`config.mk`:
```
export PLATFORM = sky130hd
export DESIGN_NAME = lvds_panel_ser
export DESIGN_NICKNAME = d
export VERILOG_FILES = /design/src/rtl/lvds_ser_pkg.sv /design/src/rtl/lvds_ser_ctrl.sv /design/src/rtl/lvds_ser_datapath.sv /design/src/rtl/lvds_panel_ser.sv
export SDC_FILE = /design/constraint.sdc
export NUM_CORES = 1
export LEC_CHECK = 0
export ABC_AREA = 1
export BUFFER_PORTS_ARGS = -buffer_cell sky130_fd_sc_hd__buf_2
export CAP_MARGIN = 20
export CORE_ASPECT_RATIO = 1.25
export CORE_UTILIZATION = 50
export DETAILED_ROUTE_END_ITERATION = 6
export PLACE_DENSITY = 0.82
export RECOVER_POWER = 100
export SETUP_SLACK_MARGIN = 0.4
export SLEW_MARGIN = 10
export SYNTH_ARGS = -nofsm -noshare
export SYNTH_HDL_FRONTEND = slang
export SYNTH_SLANG_ARGS = --single-unit
```
`constraint.sdc`:
```
create_clock -name clk -period 1.5 [get_ports clk]
set_clock_uncertainty 0.2 [all_clocks]
set_input_delay 0.3 -clock clk [delete_from_list [all_inputs] [get_ports clk]]
set_output_delay 0.3 -clock clk [all_outputs]
set_load 0.05 [all_outputs]
```
`src/rtl/lvds_ser_pkg.sv`:
```
package lvds_ser_pkg;
  localparam int LANE_BITS = 7;
  localparam int LANES_CH  = 4;
  localparam int NUM_CH    = 2;
  localparam int NUM_LANES = LANES_CH * NUM_CH;
  localparam int WORD_W    = LANE_BITS * LANES_CH;
  localparam int SLOT_W    = $clog2(LANE_BITS);

  typedef struct packed {
    logic       portEn;
    logic       dual;
    logic       depth8;
    logic       ovrEn;
    logic       ovrOn;
    logic [NUM_LANES-1:0] laneEn;
  } cfg_t;

  typedef struct packed {
    logic              captureEven;
    logic              loadWord;
    logic [SLOT_W-1:0] slot;
  } strobe_t;

  function automatic logic [WORD_W-1:0] packPixel(
    input logic [7:0] r, input logic [7:0] g, input logic [7:0] b,
    input logic hs, input logic vs, input logic dataEn);
    return {r[7:2], g[7:2], b[7:2], hs, vs, dataEn,
            r[1:0], g[1:0], b[1:0], 1'b0};
  endfunction
endpackage

```
`src/rtl/lvds_ser_ctrl.sv`:
```
module lvds_ser_ctrl
  import lvds_ser_pkg::*;
(
  input  logic    clk,
  input  logic    rst,
  input  cfg_t    cfgIn,
  output cfg_t    cfgCap,
  output cfg_t    cfgOut,
  output strobe_t stb,
  output logic    pixReq
);
  localparam logic [SLOT_W-1:0] LAST = SLOT_W'(LANE_BITS - 1);
  localparam logic [SLOT_W-1:0] MID  = SLOT_W'(LANE_BITS / 2);

  logic [SLOT_W-1:0] slot;

  always_ff @(posedge clk) begin
    if (rst) begin
      slot   <= '0;
      cfgCap <= '0;
      cfgOut <= '0;
    end else begin
      if (slot == LAST) begin
        slot   <= '0;
        cfgOut <= cfgCap;
        cfgCap <= cfgIn;
      end else begin
        slot <= slot + 1'b1;
      end
    end
  end

  always_comb begin
    stb.slot        = slot;
    stb.loadWord    = (slot == LAST);
    stb.captureEven = cfgCap.dual && (slot == MID);
    pixReq          = stb.loadWord || stb.captureEven;
  end
endmodule

```
`src/rtl/lvds_ser_datapath.sv`:
```
module lvds_ser_datapath
  import lvds_ser_pkg::*;
#(
  parameter logic [LANE_BITS-1:0] CLK_PATTERN = 7'b1100011
) (
  input  logic                 clk,
  input  logic                 rst,
  input  strobe_t              stb,
  input  cfg_t                 cfgCap,
  input  cfg_t                 cfgOut,
  input  logic [WORD_W-1:0]    pixWord,
  output logic [NUM_LANES-1:0] laneBit,
  output logic [NUM_LANES-1:0] laneLowPwr,
  output logic                 clkLane
);
  localparam logic [SLOT_W-1:0] LAST = SLOT_W'(LANE_BITS - 1);

  logic [WORD_W-1:0] holdWord;
  logic [WORD_W-1:0] srcWord [NUM_CH];

  always_ff @(posedge clk) begin
    if (rst) holdWord <= '0;
    else if (stb.captureEven) holdWord <= pixWord;
  end

  always_comb begin
    srcWord[0] = cfgCap.dual ? holdWord : pixWord;
    srcWord[1] = cfgCap.dual ? pixWord : '0;
  end

  for (genvar ch = 0; ch < NUM_CH; ch++) begin : g_ch
    for (genvar k = 0; k < LANES_CH; k++) begin : g_lane
      localparam int IDX = ch * LANES_CH + k;
      localparam int TOP = WORD_W - 1 - k * LANE_BITS;
      logic [LANE_BITS-1:0] shReg;
      logic used, powered;

      always_ff @(posedge clk) begin
        if (rst) shReg <= '0;
        else if (stb.loadWord) shReg <= srcWord[ch][TOP -: LANE_BITS];
        else shReg <= {shReg[LANE_BITS-2:0], 1'b0};
      end

      always_comb begin
        used    = (k < LANES_CH - 1 || cfgOut.depth8) && (ch == 0 || cfgOut.dual);
        powered = cfgOut.portEn && used &&
                  (cfgOut.ovrEn ? cfgOut.ovrOn : cfgOut.laneEn[IDX]);
      end

      assign laneBit[IDX]    = powered & shReg[LANE_BITS-1];
      assign laneLowPwr[IDX] = ~powered;
    end
  end

  assign clkLane = cfgOut.portEn & CLK_PATTERN[LAST - stb.slot];
endmodule

```
`src/rtl/lvds_panel_ser.sv`:
```
module lvds_panel_ser
  import lvds_ser_pkg::*;
#(
  parameter logic [LANE_BITS-1:0] CLK_PATTERN = 7'b1100011
) (
  input  logic                 clk,
  input  logic                 rst,
  input  logic [7:0]           pixR,
  input  logic [7:0]           pixG,
  input  logic [7:0]           pixB,
  input  logic                 hsync,
  input  logic                 vsync,
  input  logic                 de,
  input  logic                 depth8,
  input  logic                 dual,
  input  logic                 portEn,
  input  logic [NUM_LANES-1:0] laneEn,
  input  logic                 seqOvrEn,
  input  logic                 seqOvrOn,
  output logic                 pixReq,
  output logic [NUM_LANES-1:0] laneBit,
  output logic                 clkLane,
  output logic [NUM_LANES-1:0] laneLowPwr
);
  cfg_t cfgIn, cfgCap, cfgOut;
  strobe_t stb;
  logic [WORD_W-1:0] pixWord;

  assign cfgIn   = '{portEn: portEn, dual: dual, depth8: depth8,
                     ovrEn: seqOvrEn, ovrOn: seqOvrOn, laneEn: laneEn};
  assign pixWord = packPixel(pixR, pixG, pixB, hsync, vsync, de);

  lvds_ser_ctrl i_ctrl (
    .clk(clk), .rst(rst), .cfgIn(cfgIn), .cfgCap(cfgCap),
    .cfgOut(cfgOut), .stb(stb), .pixReq(pixReq)
  );

  lvds_ser_datapath #(.CLK_PATTERN(CLK_PATTERN)) i_dp (
    .clk(clk), .rst(rst), .stb(stb), .cfgCap(cfgCap), .cfgOut(cfgOut),
    .pixWord(pixWord), .laneBit(laneBit), .laneLowPwr(laneLowPwr),
    .clkLane(clkLane)
  );
endmodule

```
==> results of run 1 <==
[state kept, by name (all words and copies together), names as in the netlist]
| signal | flops |
|---|---|
| i_dp.holdWord | 27 |
| i_ctrl.slot | 3 |
| i_ctrl.cfgCap | 13 |
| i_dp.g_ch.g_lane.shReg | 54 |
| i_ctrl.cfgOut | 13 |
[power groups by stage]
stage | Combinational, uW | Clock [uW] | Sequential [uW]
floorplan | 171 | 0 | 3010
global placement | 275 | 0 | 3010
detailed placement | 284 | 0 | 3010
CTS | 449 | 2090 | 2940
global route | 530 | 2260 | 2950
finish | 508 | 2140 | 2940
[worst register-to-register path, stage by stage, from the launching register on]
cell and delay (ns):
dfxtp_4 0.38, inv_1 0.15, ha_4 0.19, nand2_8 0.07, buf_6 0.12, buf_8 0.13, buf_4 0.14, buf_8 0.13
buf_12 0.15, nor2_1 0.14, nand2_1 0.09, nand2_1 0.09
[placed cells by master, fill, tap and decap left out, drive strengths merged]
cell type	n
dlygate4sd3	38
bufinv	2
inv	24
bufbuf	3
clkbuf	11
nand3	99
nand2	304
clkinvlp	2
o21ai	4
dfxtp	110
buf	120
ha	4
a21oi	28
nor2	40
clkinv	3
[worst max-delay path by stage]
stage,startpoint,end,slack (ns),cells after the start
floorplan,i_ctrl.slot[1],clkLane,-0.13,5
global placement,i_ctrl.slot[1],clkLane,-0.18,6
detailed placement,i_ctrl.slot[1],clkLane,-0.21,6
CTS,i_ctrl.slot[1],clkLane,-0.53,6
global route,i_ctrl.slot[0],i_dp.g_ch[1].g_lane[3].shReg[5],-0.66,10
finish,i_ctrl.slot[0],clkLane,-0.62,5
[cell families (layout without fill, tap and decap cells)]
group / after synthesis / in the layout / share of synthesized area
and+or+nand+nor: 443 / 443 / 0.395
AOI/OAI and AO/OA: 32 / 32 / 0.0351
adders and majority gates: 4 / 4 / 0.0110
buffers and inverters: 69 / 203 / 0.0765
DFF: 110 / 110 / 0.483
[per-stage QoR]
stage | utilization | cells | area (sq um)
2_1_floorplan | - | 658 | 4880
3_3_place_gp | 0.601 | 819 | 5260
3_5_place_dp | 0.601 | 819 | 5260
4_1_cts | 0.786 | 904 | 6870
5_1_grt | 0.821 | 912 | 7180
6_report | 0.821 | 912 | 7180
[layer usage]
layer / up-vias / share of wire
li1: 2324 / -
met1: 2530 / 0.33
met2: 391 / 0.49
met3: 172 / 0.092
met4: 0 / 0.088
met5: - / 0
[repair_timing]
item / in CTS / in global routing
gates cloned: 11 / 1
setup endpoints to repair: 128 / 128
pin swaps: 35 / 10
buffers inserted: 21 / 6
hold endpoints to repair: 41 / 1
resized for setup: 145 / 57
hold buffers: 37 / 1
[cell type report]
| type | instances | area share |
|---|---|---|
| Multi-Input combinational cell | 479 | 0.367 |
| Sequential cell | 110 | 0.309 |
| Timing Repair Buffer | 162 | 0.254 |
| Tap cell | 120 | 0.0209 |
| Clock buffer | 10 | 0.0207 |
| Inverter | 25 | 0.0155 |
| Clock inverter | 6 | 0.0129 |
==> flow_summary_export.csv, run 1 <==
group,metric,value,unit
status,status,"complete, but fails checks",
status,violations,"setup timing",
placement,place_congestion,0.817,
layout,drive_above_1_share,0.306,
setup_path,r2r-end,"i_dp.g_ch[1].g_lane[0].shReg[4]",
setup_path,reg2regPathDepth,11,
synthesis,synth_nets,704,
setup_path,crit_path_start_kind,"flop",
pwr,total_leakage_power,0.00319,uW
pwr,internal_power,4220,uW
synthesis,avgSynthCellArea,6.93,sq um
global_route,antenna_found_initial,0,
routing,vias,5417,
setup_path,path_max_fanout,3,
setup_path,critical-path-top-delay-family,"adder cells",
worst_hold_path,hold_class,"in2reg",
setup_path,slowest_delay,0.38,ns
die,rows,38,
worst_hold_path,worstHoldStart,"pixR[3]",
global_route,grt_pass1_vias,5052,
sta,max_slew.worst_pin.slew,0.365,ns
clock_tree,cts_buffers,9,
setup_path,reg2reg_from,"i_ctrl.slot[0]",
sta,fmax,471,MHz
routing,dr.pass1.iters,7,
sta,period_share,1.42,
sta,fin_ws,-0.623,ns
sta,holdWs,0.0150,ns
setup_path,rrSetupSlack,-0.54,ns
die,top_level_ports,60,
placement,dp_hpwl,6750,um
clock_tree,clk_pin_slew,0.11,ns
sta,max-slew-margin-rel,0.756,
layout,synthToLayoutAreaGrowth,57.4,%
synthesis,yosysMostFrequentCell,"nand2_1",
pwr,powerDensity,779,nW/um^2
pwr,pwr-share-comb,0.091,
synthesis,synth-seq-area-share,0.483,
synthesis,synth_area,4560,sq um
pwr,seqPwrFrac,0.527,
pwr,clkPwrFrac,0.382,
routing,wl_per_cell,20.4,um
sta,final_max_slew_viol_count,0,
pwr,finalPower,5590,uW
synthesis,ys_top_cells_by_area,"dfxtp_1, nand2_1, nand3_1",
sta,setup_violations,128,
sta,post-route-min-period,2.12,ns
synthesis,synth_warnings,0,
synthesis,ys_seq_elements,110,
synthesis,synth_top_cell_area_share,0.483,
layout,fillCellCount,455,
synthesis,synth_cells,658,
sta,finalHoldViolCount,0,
setup_path,crit_buf_inv,2,
setup_path,crit_required,1.00,ns
global_route,grt_busiest_layer,"met2",
setup_path,crit_top_cell,"ha_4",
routing,antenna_left,0,
setup_path,crit_path_top_delay_cell,"dfxtp_4",
clock_tree,clk_latency,0.39,ns
die,initial_core_util,0.521,
die,dieArea,9510,sq um
setup_path,cp.arrival,1.62,ns
layout,antennaDiodeCount,0,
synthesis,synth-edff-count,0,
placement,port_buffers,59,
global_route,gr-usage-met1,0.361,
synthesis,ys_types,17,
global_route,grt_pass1_wl,24500,um
clock_tree,htreeDepth,3,
layout,final-seq-area,2220,sq um
setup_path,crit_type,"reg2out",
global_route,grt_use_total,0.346,
worst_hold_path,hold_path_depth,3,
global_route,gr-usage-met2,0.618,
synthesis,synth_top_cells_by_count,"nand2_1, dfxtp_1, nand3_1",
clock_tree,cts.sinks,110,
setup_path,crit_chain,"ha_4, ha_4, inv_1, a21oi_4, buf_6",
flow_run,cap_viol_max_count,0,
setup_path,end_kind,"output port",
pwr,power_switching_share,0.245,
global_route,grt.met3_usage,0.0810,
layout,multi_input_area,2630,sq um
worst_hold_path,hold-path-endpoint,"i_dp.holdWord[23]",
routing,drt-total-wl,18600,um
pwr,power.switching,1370,uW
clock_tree,root_buffer,"clkbuf_8",
die,coreArea,8750,sq um
global_route,grt-ovfl-total,0,
synthesis,yosysTopAreaCell,"dfxtp_1",
layout,nets,833,
routing,via_per_inst,5.94,
global_route,grt_start_max_net_pins,64,
die,fp.dieH,109,um
routing,drc_errors,0,
clock_tree,cts_tree,"built",
pwr,peakVddDrop,0.563,mV
synthesis,async_reset_ff_frac,0,
placement,place_ws,-0.212,ns
sta,rsz0062_at_grt,"true",
synthesis,synth_ff_type,"dfxtp_1",
routing,dr.first_iter.drc_count,482,
die,die_w,87.4,um
clock_tree,clock_path_buffers,2,
sta,fin_tns_setup,-46.67,ns
Power figures use the tool's default switching activity.
==> run 2: changes to the inputs <==
--- a/config.mk
+++ b/config.mk
@@ -5,13 +5,12 @@
 export SDC_FILE = /design/constraint.sdc
 export NUM_CORES = 1
 export LEC_CHECK = 0
-export ABC_AREA = 1
 export BUFFER_PORTS_ARGS = -buffer_cell sky130_fd_sc_hd__buf_2
 export CAP_MARGIN = 20
 export CORE_ASPECT_RATIO = 1.25
 export CORE_UTILIZATION = 50
 export DETAILED_ROUTE_END_ITERATION = 6
-export PLACE_DENSITY = 0.82
+export PLACE_DENSITY = 0.83
 export RECOVER_POWER = 100
 export SETUP_SLACK_MARGIN = 0.4
 export SLEW_MARGIN = 10
==> run 2 against run 1 <==
The run ends with DRC, setup timing left; synthesized cell count decreased by 42%; die area decreased by 6.6%; global-route usage decreased by 0.54 points; count of clock-buffer cells in the layout increased by 2; clock power decreased by 20%; combinational power increased by 43%; final area decreased by 6.3%; sequential power about the same; wire length decreased by 19%.
==> flow_summary_export.csv, run 2 <==
group,metric,value,unit
pwr,powerDensity,799,nW/um^2
synthesis,synth_ff_type,"dfxtp_1",
setup_path,reg2reg_from,"i_ctrl.slot[0]",
clock_tree,clock_path_buffers,2,
sta,post-route-min-period,2.15,ns
routing,met1_length,5660,um
layout,fin_cells,619,
synthesis,synth_warnings,0,
routing,antenna_left,0,
clock_tree,root_buffer,"clkbuf_8",
synthesis,synth_top_cell_area_share,0.518,
global_route,grt-ovfl-total,0,
sta,setup_violations,125,
global_route,grt_use_total,0.340,
routing,dr.pass1.iters,7,
setup_path,crit_path_start_kind,"flop",
sta,final_max_slew_viol_count,0,
status,violations,"DRC, setup timing",
layout,multi_input_area,2270,sq um
setup_path,crit_type,"reg2out",
routing,via_per_inst,6.23,
sta,rsz0062_at_grt,"true",
die,coreArea,8240,sq um
layout,final-seq-area,2210,sq um
routing,drt-total-wl,15100,um
sta,max-slew-margin-rel,0.747,
layout,reg_top3,"i_dp.g_ch.g_lane.shReg x54, i_dp.holdWord x27",
layout,nets,561,
global_route,grt_pass1_vias,4042,
clock_tree,cts.sinks,110,
worst_hold_path,worstHoldStart,"pixR[0]",
placement,dp_hpwl,5210,um
synthesis,yosysMostFrequentCell,"dfxtp_1",
clock_tree,clk_pin_slew,0.10,ns
synthesis,synth_area,4250,sq um
synthesis,async_reset_ff_frac,0,
global_route,antenna_found_initial,1,
die,fp.dieH,105,um
layout,top_register,"i_dp.g_ch.g_lane.shReg",
die,top_level_ports,60,
layout,drive_above_1_share,0.477,
synthesis,synth_top_cells_by_count,"dfxtp_1, a22o_1, mux2i_1",
synthesis,ys_seq_elements,110,
layout,synthToLayoutAreaGrowth,58.3,%
layout,largest_register_ffs,54,
die,dieArea,8880,sq um
layout,post-route-util,0.817,
routing,wl_met3,968,um
sta,period_share,1.43,
sta,max_slew.worst_pin.slew,0.369,ns
routing,wl_per_cell,24.4,um
clock_tree,htreeDepth,3,
synthesis,avgSynthCellArea,11.2,sq um
synthesis,ys_top_cells_by_area,"dfxtp_1, a22o_1, mux2i_1",
clock_tree,cts_buffers,9,
global_route,grt_pass1_wl,22400,um
synthesis,ys_types,28,
routing,vias,3855,
setup_path,crit_required,1.00,ns
routing,drc_errors,10,
placement,place_ws,-0.333,ns
setup_path,cp-startpoint,"i_ctrl.slot[1]",
die,initial_core_util,0.516,
routing,wl_met2,7840,um
flow_run,cap_viol_max_count,0,
clock_tree,clk_latency,0.39,ns
status,status,"complete, but fails checks",
routing,dr.first_iter.drc_count,258,
synthesis,yosysTopAreaCell,"dfxtp_1",
synthesis,synth_cells,379,
pwr,peakVddDrop,0.585,mV
pwr,finalPower,5380,uW
synthesis,synth-edff-count,0,
sta,fin_tns_setup,-37.00,ns
worst_hold_path,hold_class,"in2reg",
layout,mostFrequentLayoutCell,"dfxtp_1",
placement,place_congestion,0.786,
sta,finalHoldViolCount,0,
global_route,grt_start_max_net_pins,70,
layout,final_cell_mix,"dfxtp_1, a22o_1, dlygate4sd3_1",
routing,top_layer_used,"met4",
setup_path,end_kind,"output port",
setup_path,cp.arrival,1.65,ns
pwr,total_leakage_power,0.00271,uW
die,die_w,84.5,um
layout,fillCellCount,402,
placement,port_buffers,59,
setup_path,path_max_fanout,2,
sta,fin_ws,-0.648,ns
die,rows,37,
sta,fmax,466,MHz
synthesis,synth-seq-area-share,0.518,
synthesis,synth_nets,425,
placement,place_inst,516,
clock_tree,cts_tree,"built",
run 2: cell count changes in the layout (fill, tap and decap cells not counted), moves of 24 or more:
cell,before,now
nand2_1,250,0
a22o_1,0,48
nand2_4,27,0
mux2i_1,0,28
a21bo_2,0,24
nand3_1,91,17
run 2: stage by stage:
stage | hold WS (ns) | area, sq um
after floorplan | 0.210 | 4450
after CTS | 0.00135 | 6560
after detailed placement | 0.216 | 4740
after global routing | 0.00256 | 6720
after global placement | 0.212 | 4740
final | 0.0145 | 6730
run 2: layer usage:
layer,GRT usage,vias up
met3,0.0916,62
li1,-,1697
met1,0.373,1903
met4,0.183,0
met5,0,-
met2,0.595,193
run 2: timing repair:
action,CTS,global route
cloned,21,0
buffers inserted,16,5
endpoints found under the hold margin,57,4
hold buffers,40,3
gates resized for setup,143,20
endpoints found under the setup margin,128,128
pin swaps,45,6
run 2: final cells by class:
class / instances / share of cell area
clock inverter: 4 / 0.00446
clock buffer: 12 / 0.0216
sequential: 110 / 0.329
antenna: 2 / 0.000744
multi-input combinational: 230 / 0.337
tap: 97 / 0.0180
inverter: 2 / 0.00149
timing repair buffer: 162 / 0.287
run 2: path summary, 6_finish.rpt:
| path | cells after the start | slack [ns] | to |
|---|---|---|---|
| max | 5 | -0.65 | clkLane |
| min | 3 | 0.01 | i_dp.holdWord[5] |
| min reg2reg | 1 | 0.25 | i_dp.g_ch[0].g_lane[3].shReg[2] |
| max reg2reg | 10 | -0.38 | i_dp.g_ch[0].g_lane[2].shReg[2] |
run 2: logic make-up after synthesis:
family / Yosys count / synth area share
flip-flops: 110 / 0.518
multiplexers: 28 / 0.0659
AND/OR/NAND/NOR: 52 / 0.0674
adder cells (fa/ha/maj): 4 / 0.0118
AO/OA/AOI/OAI: 145 / 0.281
buffers and inverters: 40 / 0.0559
run 2: worst max-delay path: stages, from the launching register on:
cell and delay, ns:
dfxtp_4 0.36, ha_4 0.16, ha_4 0.26, mux2i_1 0.18
and2_4 0.16, buf_8 0.13
run 2: where the power goes:
part | switching [uW] | internal [uW] | leakage (uW)
Sequential | 13.1 | 2930 | 0.000889
Combinational | 328 | 400 | 0.00173
Clock | 1050 | 660 | 0.0000836
==> run 3: changes to the inputs <==
==> constraint.sdc (replaced) <==
create_clock -name clk -period 1.5 [get_ports clk]
set_clock_uncertainty 0.2 [all_clocks]
set_input_delay 0.15 -clock clk [delete_from_list [all_inputs] [get_ports clk]]
set_output_delay 0.15 -clock clk [all_outputs]
set_load 0.05 [all_outputs]
==> run 3 against run 2 <==
The run still ends with DRC, setup timing left; first-iteration DRC count rose by 39%; die area did not move; final area increased by 6.2%; non-clock buffer count increased by 13; critical path type unchanged; largest cell class unchanged; largest power group unchanged.
==> flow_summary_export.csv, run 3 (synthesis gave the netlist of run 2 again) <==
group,metric,value,unit
layout,antennaDiodeCount,0,
clock_tree,clk_pin_slew,0.10,ns
clock_tree,clock_path_buffers,2,
setup_path,end_kind,"output port",
clock_tree,cts_tree,"built",
status,violations,"DRC, setup timing",
status,status,"complete, but fails checks",
pwr,internal_power,4440,uW
global_route,grt_start_max_net_pins,49,
routing,drt-total-wl,17200,um
sta,finalHoldViolCount,0,
pwr,finalPower,5850,uW
layout,reg_top3,"i_dp.g_ch.g_lane.shReg x54, i_dp.holdWord x27",
routing,drc_errors,5,
setup_path,critical-path-top-delay-family,"adder cells",
die,rows,37,
placement,place_congestion,0.767,
routing,dr.first_iter.drc_count,359,
layout,mostFrequentLayoutCell,"dfxtp_1",
pwr,power_switching_share,0.242,
layout,post-route-util,0.867,
sta,rsz0062_at_grt,"true",
die,coreArea,8240,sq um
layout,largest_register_ffs,54,
die,top_level_ports,60,
die,die_w,84.5,um
clock_tree,cts_buffers,9,
pwr,powerDensity,818,nW/um^2
sta,post-route-min-period,2.08,ns
layout,fin_cells,630,
sta,final_max_slew_viol_count,0,
routing,vias,4042,
pwr,peakVddDrop,0.546,mV
worst_hold_path,hold_class,"in2reg",
routing,wl_per_cell,27.3,um
setup_path,path_max_fanout,2,
layout,fillCellCount,326,
die,fp.dieH,105,um
die,initial_core_util,0.516,
pwr,seqPwrFrac,0.504,
flow_run,cap_viol_max_count,0,
routing,dr.pass1.iters,7,
pwr,total_leakage_power,0.00284,uW
pwr,clkPwrFrac,0.350,
sta,period_share,1.39,
routing,antenna_left,0,
layout,final-seq-area,2210,sq um
pwr,power.switching,1410,uW
setup_path,crit_path_top_delay_cell,"dfxtp_4",
setup_path,crit_chain,"ha_4, ha_4, mux2i_1, and2_4, buf_8",
sta,fmax,481,MHz
setup_path,crit_top_cell,"ha_4",
setup_path,cp.arrival,1.73,ns
clock_tree,cts.sinks,110,
sta,fin_ws,-0.580,ns
layout,nets,574,
global_route,grt_use_total,0.351,
layout,multi_input_area,2450,sq um
placement,port_buffers,59,
global_route,grt_pass1_wl,23400,um
placement,dp_hpwl,5520,um
sta,max_slew.worst_pin.slew,0.443,ns
setup_path,crit_type,"reg2out",
global_route,grt_pass1_vias,4273,
setup_path,crit_buf_inv,1,
global_route,grt-ovfl-total,0,
placement,place_inst,516,
clock_tree,clk_latency,0.38,ns
sta,setup_violations,125,
sta,max-slew-margin-rel,0.704,
layout,top_register,"i_dp.g_ch.g_lane.shReg",
global_route,antenna_found_initial,0,
clock_tree,htreeDepth,3,
layout,drive_above_1_share,0.505,
pwr,pwr-share-comb,0.146,
setup_path,crit_required,1.15,ns
layout,synthToLayoutAreaGrowth,68.1,%
setup_path,slowest_delay,0.37,ns
clock_tree,root_buffer,"clkbuf_8",
setup_path,crit_path_start_kind,"flop",
layout,final_cell_mix,"dfxtp_1, a22o_1, dlygate4sd3_1",
routing,via_per_inst,6.42,
die,dieArea,8880,sq um
-- run 3: tightest hold or removal path: stages --
cell and delay, ns:
buf_2 0.17, buf_4 0.28, a21oi_2 0.13
-- run 3: cell type report --
cell class,count,share of cell area
well taps,97,0.0170
multi-input cells,230,0.343
flip-flops and latches,110,0.310
inverters,2,0.00140
clock inverters,3,0.00945
repair buffers,175,0.297
clock buffers,13,0.0222
-- run 3: metal layers --
metal | wire length (um) | track usage | up-vias
li1 | - | - | 1720
met1 | 6050 | 0.378 | 1976
met2 | 8820 | 0.627 | 262
met3 | 1310 | 0.0758 | 84
met4 | 1040 | 0.206 | 0
met5 | 0 | 0 | -
-- run 3: final timing paths --
kind                                         from                               to  slack [ns]  cells past startpoint
setup reg to reg                   i_ctrl.slot[0]                i_ctrl.cfgCap[11]       -0.51                     10
hold reg to reg   i_dp.g_ch[0].g_lane[1].shReg[3]  i_dp.g_ch[0].g_lane[1].shReg[4]        0.25                      1
hold / removal                                rst                i_dp.holdWord[17]        0.19                      3
setup / recovery                   i_ctrl.slot[1]                          clkLane       -0.58                      5
-- run 3: what timing repair did --
item                                    CTS  global route
hold buffers                             42             0
setup buffers                            22            14
gates resized for setup                 135            63
pin swaps                                34            39
endpoints found under the setup margin  128           128
gates cloned                             20             0
endpoints found under the hold margin    94             0
-- run 3: power by group through the flow --
stage	logic, uW	clock network, uW	registers, uW
4_1_cts	710	1990	2940
6_report	851	2050	2950
3_5_place_dp	303	0	3010
2_1_floorplan	183	0	3010
3_3_place_gp	291	0	3010
5_1_grt	866	2180	2950
-- run 3: metrics by stage --
| stage | hold WS [ns] | TNS (ns) | area (sq um) | worst slack [ns] |
|---|---|---|---|---|
| 3_3_place_gp | 0.166 | -0.554 | 4780 | -0.161 |
| 6_report | 0.194 | -42.21 | 7150 | -0.580 |
| 5_1_grt | 0.182 | -47.32 | 7150 | -0.597 |
| 3_5_place_dp | 0.174 | -2.40 | 4780 | -0.221 |
| 2_1_floorplan | 0.0755 | -2.57 | 4450 | -0.361 |
| 4_1_cts | 0.141 | -25.49 | 6690 | -0.533 |
